<file path="config.mk">
export PLATFORM = sky130hd
export DESIGN_NAME = raster_timing_gen
export DESIGN_NICKNAME = d
export VERILOG_FILES = /design/src/rtl/rtg_pkg.sv /design/src/rtl/rtg_clk_div.sv /design/src/rtl/rtg_axis_cnt.sv /design/src/rtl/rtg_acb.sv /design/src/rtl/raster_timing_gen.sv
export SDC_FILE = /design/constraint.sdc
export NUM_CORES = 1
export LEC_CHECK = 0
export ABC_AREA = 1
export ABC_CLOCK_PERIOD_IN_PS = 5500
export BUFFER_PORTS_ARGS = -buffer_cell sky130_fd_sc_hd__buf_2
export CORE_MARGIN = 2
export CORE_UTILIZATION = 61
export DETAILED_ROUTE_END_ITERATION = 8
export GPL_ROUTABILITY_DRIVEN = 0
export PLACE_DENSITY = 0.82
export SKIP_CTS_REPAIR_TIMING = 1
export SLEW_MARGIN = 20
export SYNTH_ARGS = -nofsm -noshare
export SYNTH_HDL_FRONTEND = slang
export SYNTH_SLANG_ARGS = --single-unit
</file>
<file path="constraint.sdc">
create_clock -name clk_i -period 5.5 [get_ports clk_i]
set_input_delay 0.275 -clock clk_i [delete_from_list [all_inputs] [get_ports clk_i]]
set_output_delay 0.275 -clock clk_i [all_outputs]
set_load 0.01 [all_outputs]
</file>
<file path="src/rtl/rtg_pkg.sv">
package rtg_pkg;
  localparam int unsigned CNT_W   = 12;
  localparam int unsigned DIV_W   = 8;
  localparam int unsigned ACB_W   = 8;

  typedef struct packed {
    logic [CNT_W-1:0] sync_len;
    logic [CNT_W-1:0] bp_len;
    logic [CNT_W-1:0] act_len;
    logic [CNT_W-1:0] fp_len;
  } axis_cfg_t;

  typedef struct packed {
    logic inv_vs;
    logic inv_hs;
    logic inv_pclk;
    logic inv_de;
  } pol_cfg_t;

  // porch_m1 set: porches stored minus one (horizontal); clear: plain counts
  function automatic axis_cfg_t decode_axis(input logic [31:0] w, input logic porch_m1);
    axis_cfg_t c;
    c.act_len  = CNT_W'(w[9:0])   + CNT_W'(1);
    c.sync_len = CNT_W'(w[15:10]) + CNT_W'(1);
    c.fp_len   = CNT_W'(w[23:16]) + CNT_W'(porch_m1);
    c.bp_len   = CNT_W'(w[31:24]) + CNT_W'(porch_m1);
    return c;
  endfunction
endpackage

</file>
<file path="src/rtl/rtg_clk_div.sv">
module rtg_clk_div #(
  parameter int unsigned DIV_W      = 8,
  parameter int unsigned MIN_ACTIVE = 2,
  parameter int unsigned MIN_PASSIVE = 3
) (
  input  logic             clk_i,
  input  logic             rst_ni,
  input  logic             run_i,
  input  logic             panel_act_i,
  input  logic [DIV_W-1:0] div_i,
  output logic             ce_o,
  output logic             pclk_o
);
  logic [DIV_W-1:0] floor_v, eff, half, cnt_q;
  logic             wrap;

  assign floor_v = panel_act_i ? DIV_W'(MIN_ACTIVE) : DIV_W'(MIN_PASSIVE);
  assign eff     = (div_i < floor_v) ? floor_v : div_i;
  assign half    = eff >> 1;
  assign wrap    = (cnt_q == eff - DIV_W'(1));

  always_ff @(posedge clk_i or negedge rst_ni) begin
    if (!rst_ni)            cnt_q <= '0;
    else if (!run_i || wrap) cnt_q <= '0;
    else                    cnt_q <= cnt_q + DIV_W'(1);
  end

  assign ce_o   = run_i & wrap;
  assign pclk_o = run_i & (cnt_q >= half);
endmodule

</file>
<file path="src/rtl/rtg_axis_cnt.sv">
module rtg_axis_cnt
  import rtg_pkg::*;
(
  input  logic             clk_i,
  input  logic             rst_ni,
  input  logic             run_i,
  input  logic             step_i,
  input  axis_cfg_t        cfg_i,
  output logic [CNT_W-1:0] cnt_o,
  output logic             last_o,
  output logic             sync_o,
  output logic             act_o
);
  logic [CNT_W-1:0] cnt_q, act_start, act_end, total;

  assign act_start = cfg_i.sync_len + cfg_i.bp_len;
  assign act_end   = act_start + cfg_i.act_len;
  assign total     = act_end + cfg_i.fp_len;
  assign last_o    = (cnt_q == total - CNT_W'(1));

  always_ff @(posedge clk_i or negedge rst_ni) begin
    if (!rst_ni)      cnt_q <= '0;
    else if (!run_i)  cnt_q <= '0;
    else if (step_i)  cnt_q <= last_o ? '0 : cnt_q + CNT_W'(1);
  end

  assign cnt_o  = cnt_q;
  assign sync_o = (cnt_q < cfg_i.sync_len);
  assign act_o  = (cnt_q >= act_start) && (cnt_q < act_end);
endmodule

</file>
<file path="src/rtl/rtg_acb.sv">
module rtg_acb #(
  parameter int unsigned LEN_W = 8
) (
  input  logic             clk_i,
  input  logic             rst_ni,
  input  logic             run_i,
  input  logic             passive_i,
  input  logic             line_end_i,
  input  logic [LEN_W-1:0] len_i,
  output logic             acb_o
);
  logic [LEN_W-1:0] cnt_q;
  logic             acb_q;

  always_ff @(posedge clk_i or negedge rst_ni) begin
    if (!rst_ni) begin
      cnt_q <= '0;
      acb_q <= 1'b0;
    end else if (!run_i || !passive_i) begin
      cnt_q <= '0;
      acb_q <= 1'b0;
    end else if (line_end_i) begin
      if (cnt_q == len_i) begin
        cnt_q <= '0;
        acb_q <= ~acb_q;
      end else begin
        cnt_q <= cnt_q + LEN_W'(1);
      end
    end
  end

  assign acb_o = acb_q;
endmodule

</file>
<file path="src/rtl/raster_timing_gen.sv">
module raster_timing_gen
  import rtg_pkg::*;
#(
  parameter int unsigned MIN_DIV_ACTIVE  = 2,
  parameter int unsigned MIN_DIV_PASSIVE = 3
) (
  input  logic             clk_i,
  input  logic             rst_ni,
  input  logic             enable_i,
  input  logic             panel_active_i,
  input  logic [31:0]      timing0_i,
  input  logic [31:0]      timing1_i,
  input  logic [31:0]      timing2_i,
  output logic             pix_ce_o,
  output logic             pix_clk_o,
  output logic             hsync_o,
  output logic             vsync_o,
  output logic             de_o,
  output logic             acb_o,
  output logic [CNT_W-1:0] pix_x_o,
  output logic [CNT_W-1:0] line_y_o,
  output logic             frame_end_o
);
  logic             run_q, panel_act_q;
  axis_cfg_t        h_cfg_q, v_cfg_q;
  logic [DIV_W-1:0] div_q;
  logic [ACB_W-1:0] acb_len_q;
  pol_cfg_t         pol_q;

  logic pix_ce, pclk_raw;
  logic h_last, h_sync, h_act, v_last, v_sync, v_act;
  logic line_end;
  logic unused_bits;

  assign unused_bits = ^{timing2_i[31:24], timing2_i[19:16]};

  // configuration shadow: open only while not running
  always_ff @(posedge clk_i or negedge rst_ni) begin
    if (!rst_ni) begin
      run_q       <= 1'b0;
      panel_act_q <= 1'b0;
      h_cfg_q     <= '0;
      v_cfg_q     <= '0;
      div_q       <= '0;
      acb_len_q   <= '0;
      pol_q       <= '0;
    end else begin
      run_q <= enable_i;
      if (!run_q) begin
        panel_act_q     <= panel_active_i;
        h_cfg_q         <= decode_axis(timing0_i, 1'b1);
        v_cfg_q         <= decode_axis(timing1_i, 1'b0);
        div_q           <= timing2_i[7:0];
        acb_len_q       <= timing2_i[15:8];
        pol_q.inv_vs    <= timing2_i[20];
        pol_q.inv_hs    <= timing2_i[21];
        pol_q.inv_pclk  <= timing2_i[22];
        pol_q.inv_de    <= timing2_i[23];
      end
    end
  end

  rtg_clk_div #(
    .DIV_W      (DIV_W),
    .MIN_ACTIVE (MIN_DIV_ACTIVE),
    .MIN_PASSIVE(MIN_DIV_PASSIVE)
  ) u_div (
    .clk_i      (clk_i),
    .rst_ni     (rst_ni),
    .run_i      (run_q),
    .panel_act_i(panel_act_q),
    .div_i      (div_q),
    .ce_o       (pix_ce),
    .pclk_o     (pclk_raw)
  );

  rtg_axis_cnt u_hcnt (
    .clk_i (clk_i),
    .rst_ni(rst_ni),
    .run_i (run_q),
    .step_i(pix_ce),
    .cfg_i (h_cfg_q),
    .cnt_o (pix_x_o),
    .last_o(h_last),
    .sync_o(h_sync),
    .act_o (h_act)
  );

  assign line_end = pix_ce & h_last;

  rtg_axis_cnt u_vcnt (
    .clk_i (clk_i),
    .rst_ni(rst_ni),
    .run_i (run_q),
    .step_i(line_end),
    .cfg_i (v_cfg_q),
    .cnt_o (line_y_o),
    .last_o(v_last),
    .sync_o(v_sync),
    .act_o (v_act)
  );

  rtg_acb #(
    .LEN_W(ACB_W)
  ) u_acb (
    .clk_i     (clk_i),
    .rst_ni    (rst_ni),
    .run_i     (run_q),
    .passive_i (~panel_act_q),
    .line_end_i(line_end),
    .len_i     (acb_len_q),
    .acb_o     (acb_o)
  );

  assign pix_ce_o    = pix_ce;
  assign frame_end_o = line_end & v_last;
  assign pix_clk_o   = pclk_raw ^ pol_q.inv_pclk;
  assign hsync_o     = (run_q & h_sync) ^ pol_q.inv_hs;
  assign vsync_o     = (run_q & v_sync) ^ pol_q.inv_vs;
  assign de_o        = (run_q & h_act & v_act) ^ pol_q.inv_de;
endmodule

</file>
# After elaboration in Yosys (flattened, before gate mapping)

Index checks and enable logic that the tools add are counted.

$lt $le $gt $ge: 8
Multiplexer cells: 15
Bitwise logic cells: 13
Add/sub/neg operators: 19
Equal/unequal tests: 6
Reduce and logical (&&, ||, !) cells: 8

Operators with widths:

| operator                                               | count |
|---|---|
| two-way mux 12 bit                                     | 6 |
| adder 12 bit                                           | 4 |
| less-than comparator 12 bit                            | 4 |
| two-way mux 8 bit                                      | 5 |
| adder 12 x 1 -> 12 bit (second input constant)         | 2 |
| adder 12 x 8 -> 12 bit                                 | 2 |
| == test 12 bit                                         | 2 |
| greater-or-equal comparator 12 bit                     | 2 |
| subtractor 12 x 1 -> 12 bit (second input constant)    | 2 |
| adder 10 x 1 -> 11 bit (second input constant)         | 2 |
| adder 8 x 1 -> 9 bit (second input constant)           | 2 |
| adder 8 x 1 -> 8 bit (second input constant)           | 2 |
| == test 8 bit                                          | 2 |
| adder 6 x 1 -> 7 bit (second input constant)           | 2 |
| AND 1 bit                                              | 8 |
| greater-or-equal comparator 8 x 7 -> 1 bit             | 1 |
| less-than comparator 8 bit                             | 1 |
| subtractor 8 x 1 -> 8 bit (second input constant)      | 1 |
| two-way mux 1 bit                                      | 4 |
| inequality test 2 x 1 -> 1 bit (second input constant) | 2 |
| nonzero test 2 bit                                     | 2 |
| XOR 1 bit                                              | 4 |
| logical AND 1 bit                                      | 2 |
| logical OR 1 bit                                       | 2 |
| 3 further kinds                                        | 3 |

Output and inout port bits: 31
Register bits after elaboration: 151
Logic and storage cells: 90

# Longest topological paths before layout

Depth in word-level cells: 9
Gate-level depth with buffers: 35
Gate-level depth less buffers: 35

# By module

A second synthesis with hierarchy kept.

Cells, all modules: 1743
Area, all modules: 12619.6 um^2

By module, submodules not included:

| module                 | times used | area each (um^2) | cells an instance |
|---|---|---|---|
| raster_timing_gen      | 1          | 4320.4           | 532 |
| rtg_axis_cnt at u_hcnt | 1          | 3374.5           | 497 |
| rtg_axis_cnt at u_vcnt | 1          | 3339.5           | 481 |
| rtg_clk_div            | 1          | 927.1            | 143 |
| rtg_acb                | 1          | 658.1            | 90 |

# Least setup slack after synthesis

Ideal clock, no wire load.

Kind: register to output
Start: register h_cfg_q[36] (netlist bit)
End: output frame_end_o
Arrival: 4359 ps
Stages on the path, launching flop included: 28
Path buffers: 0
Data required time: 5225 ps
Setup slack: 866 ps
Path through: dfrtp_1 ha_1 inv_1 fa_1 o21ai_0 a21oi_1 o21bai_1 xor2_1 inv_1 ha_1 nand2_1 nor2_1 nand2_1 nand2_1 inv_1 nand2_1 nand2_1 or2_2 ha_1 nand2_1 nand2_1 a21boi_0 nand4_1 nand2_1 nand3_2 a21oi_1 nand2_4 nor2_1

Longest elaborated chain between the ends: 7

Ends and longest elaborated chain:

| element                     | RTL line                 | source |
|---|---|---|
| start: declaration          | raster_timing_gen.sv:25  | `axis_cfg_t h_cfg_q, v_cfg_q;` |
| start signal: assignment    | raster_timing_gen.sv:51  | `h_cfg_q <= decode_axis(timing0_i, 1'b1);` |
| adder 12 bit                | rtg_axis_cnt.sv:16       | `assign act_start = cfg_i.sync_len + cfg_i.bp_len;` |
| adder 12 bit                | rtg_axis_cnt.sv:17       | `assign act_end = act_start + cfg_i.act_len;` |
| adder 12 bit                | rtg_axis_cnt.sv:18       | `assign total = act_end + cfg_i.fp_len;` |
| subtractor 12 x 1 -> 12 bit | rtg_axis_cnt.sv:19       | `assign last_o = (cnt_q == total - CNT_W'(1));` |
| == test 12 bit              | rtg_axis_cnt.sv:19       |  |
| AND 1 bit                   | raster_timing_gen.sv:89  | `assign line_end = pix_ce & h_last;` |
| AND 1 bit                   | raster_timing_gen.sv:116 | `assign frame_end_o = line_end & v_last;` |
| end: declaration            | raster_timing_gen.sv:22  | `output logic frame_end_o` |

Every way passes these cells.

# Worst setup path in the final report

Start: register v_cfg_q[36] (netlist bit)
End: output frame_end_o

Longest elaborated chain between the ends: 6

Ends and longest elaborated chain:

| element                     | RTL line                 | source |
|---|---|---|
| start: declaration          | raster_timing_gen.sv:25  |  |
| start signal: assignment    | raster_timing_gen.sv:52  | `v_cfg_q <= decode_axis(timing1_i, 1'b0);` |
| adder 12 x 8 -> 12 bit      | rtg_axis_cnt.sv:16       |  |
| adder 12 bit                | rtg_axis_cnt.sv:17       |  |
| adder 12 x 8 -> 12 bit      | rtg_axis_cnt.sv:18       |  |
| subtractor 12 x 1 -> 12 bit | rtg_axis_cnt.sv:19       |  |
| == test 12 bit              | rtg_axis_cnt.sv:19       |  |
| AND 1 bit                   | raster_timing_gen.sv:116 |  |

Every way passes these cells.

==> impl_metrics.ini <==
[worst_setup_path]
crit_path_end_kind = output pin
required_ns = 5.22
worstSetupPathType = reg2out
crit_arrival_ns = 5.21
cp-start-kind = register
path_max_fanout = 4

[power_and_ir_drop]
power_w = 0.00564
ir_drop_v = 0.000286
p_leak_nw = 7.19
powerDensity_nw_per_um2 = 418

[yosys]
synth_edf_count = 0
synthTopCellsByCount = nand2_1, inv_1, ha_1, dfrtp_1, nor2_1
synth_top_area_cell = dfrtp_1
synth_xor_area_share_pct = 5.89
synth-adder-area-share_pct = 15.6
synth_ff_type = dfrtp_1
ys_types = 50
synth_cells = 1637
postSynthAreaPerCell_sq_um = 7.08
ys_ff_latch = 133
synthTopCellsByArea = dfrtp_1, nand2_1, ha_1, inv_1, nand3_1
synth_top_family_by_area = simple AND/OR/NAND/NOR gates
muxShareOfSynthArea_pct = 0
synth_compound_area_share_pct = 10.5
synth_nets = 1878
yosys_warnings = 0
yosys.area_share.simple_pct = 29.7
ys_seq_area_share_pct = 28.7
ys_async_sr_fraction_pct = 100
yosysMostFrequentCell = nand2_1
syn_area_sq_um = 11600
netlist.area_leader.share_pct = 28.7

[floorplan]
io-pin-count = 131
rows = 50
start_util_pct = 62.0
die_x_um = 142
fp.dieArea_sq_um = 20100
core_area_sq_um = 18700
die_h_um = 142

[timing]
finalCriticalPeriod_ns = 5.49
setup_violations = 0
slew_viol_final = 0
fmax_mhz = 182
worstMarginPinSlew_ns = 1.01
post-route-period-util_pct = 99.8
finalClockSkew_ns = 0.00741
max_slew_margin_pct = 32.1
hold_violations = 0

[worst_hold_path]
hp-class = in2reg

[grt]
grt_start_max_net_pins = 90
overflow = 0
antenna_found_initial = 0
first_global_vias = 10400
track_usage_pct = 29.2
grt_pass1_wl_mm = 47.7

[clock_network]
cts_root_buf = clkbuf_16
cts_num_sinks = 133
cts_buffers = 17
tritoncts = done
clk_latency_ns = 0.44
clk_pin_slew_worst_paths_ns = 0.06
htree_levels = 4
cts_buffer_depth = 2

[placement]
dpl.hpwl_mm = 21.2
dpl_cell_area_sq_um = 12400
portBuffers = 118

[routing]
drc = 0
drtPass1Iterations = 6
via_count = 11200
wl_mm = 29.6
wl_per_cell_um = 14.7
antenna_left = 0
via_per_inst = 5.55
drt_iter0_drc = 821

[job]
maxCapViolations = 0

[layout]
final_layout_size_suffix_gt1_share_pct = 16.3
syn_to_final_growth_pct = 16.5
final_area_sq_um = 13500
fillers = 1467
diodes = 0
num-nets-final = 2005

[status]
status = finished clean
## through the flow
stage	instances	util, %	setup TNS (ns)	setup WS, ns	hold slack [ns]
CTS	1995	69.4	-0.461	-0.461	-0.0982
global placement	1963	66.1	0	0.243	0.361
detailed placement	1963	66.1	0	0.0620	0.365
floorplan	1637	-	0	0.866	-0.0206
global route	2011	72.2	-0.196	-0.196	0.0422
finish	2011	72.2	0	0.0112	0.0286
## state kept, by name (all words and copies together) (netlist names)
register      flops
u_acb.cnt_q       8
panel_act_q       1
h_cfg_q          36
u_div.cnt_q       8
acb_len_q         8
u_acb.acb_o       1
run_q             1
div_q             8
v_cfg_q          34
u_hcnt.cnt_o     12
pol_q             4
u_vcnt.cnt_o     12
## where the power goes
group / switching [W] / internal, W
sequential: 0.0000526 / 0.00104
combinational: 0.00202 / 0.00130
clock: 0.000466 / 0.000770
## final timing paths
check                                         from                          end  slack, ns  depth (start not counted)
setup reg to reg           v_cfg_q[36]$_DFFE_PN0N_  u_vcnt.cnt_o[0]$_DFFE_PN0P_       0.38                         30
min in group asynchronous                   rst_ni       v_cfg_q[3]$_DFFE_PN0N_       0.42                          2
hold / removal                       timing1_i[27]      v_cfg_q[27]$_DFFE_PN0N_       0.03                          3
max in group asynchronous                   rst_ni      v_cfg_q[24]$_DFFE_PN0N_       3.85                          3
setup / recovery           v_cfg_q[36]$_DFFE_PN0N_                  frame_end_o       0.01                         27
hold reg to reg            v_cfg_q[30]$_DFFE_PN0N_      v_cfg_q[30]$_DFFE_PN0N_       0.49                          2
## worst max-delay path, stage by stage, from the launching register on
cell and delay, ns:
dfrtp_1 0.41, ha_2 0.20, fa_1 0.39, a21oi_1 0.16, o21bai_1 0.11, xor2_1 0.27
inv_1 0.12, ha_4 0.31, nand2_1 0.09, o21ai_2 0.19, a21oi_2 0.08, o21ai_2 0.17
xor2_1 0.29, ha_1 0.30, inv_2 0.10, ha_4 0.23, nand2_1 0.13, a21oi_1 0.08
nor2_1 0.12, nand2_1 0.07, nand2_1 0.06, nand2_1 0.07, nand2_1 0.07, nand4_1 0.10
nor2_1 0.18, nand3_2 0.16, nor2_4 0.15, buf_2 0.14
## cell type report
type | instances | area [sq um] | area share (%)
flip-flops and latches | 133 | 3330 | 24.7
clock buffers | 20 | 447 | 3.31
multi-input cells | 1218 | 7540 | 55.9
well taps | 234 | 293 | 2.17
clock inverters | 12 | 178 | 1.32
inverters | 256 | 963 | 7.13
repair buffers | 138 | 752 | 5.57
## per-layer routing
metal,wire length (um),part of all wire [%],global-route usage [%]
met5,0,0,0
met4,976,3.3,10.2
met3,1780,6.0,4.49
met2,13800,47,48.9
met1,13000,44,38.5
## logic make-up (layout without fill, tap and decap cells)
logic type	count (synthesis)	count (layout)
and+or+nand+nor	791	791
xor gates and xnor gates	78	78
DFF	133	133
buffers and inverters	286	426
AOI/OAI and AO/OA	208	208
adders and majority gates	141	141
## placed cells by master, fill, tap and decap left out, drive strengths merged, types with 18 or more instances in the layout
cell | Yosys | layout
nand2 | 466 | 466
a21oi | 63 | 63
nand3 | 128 | 128
o22ai | 18 | 18
o21ai | 98 | 98
dfrtp | 133 | 133
xnor2 | 29 | 29
buf | 8 | 136
nand4 | 23 | 23
nor2 | 140 | 140
clkbuf | 22 | 20
inv | 256 | 257
xor2 | 49 | 49
ha | 135 | 135
No activity file was read; power rests on OpenSTA's default activity.
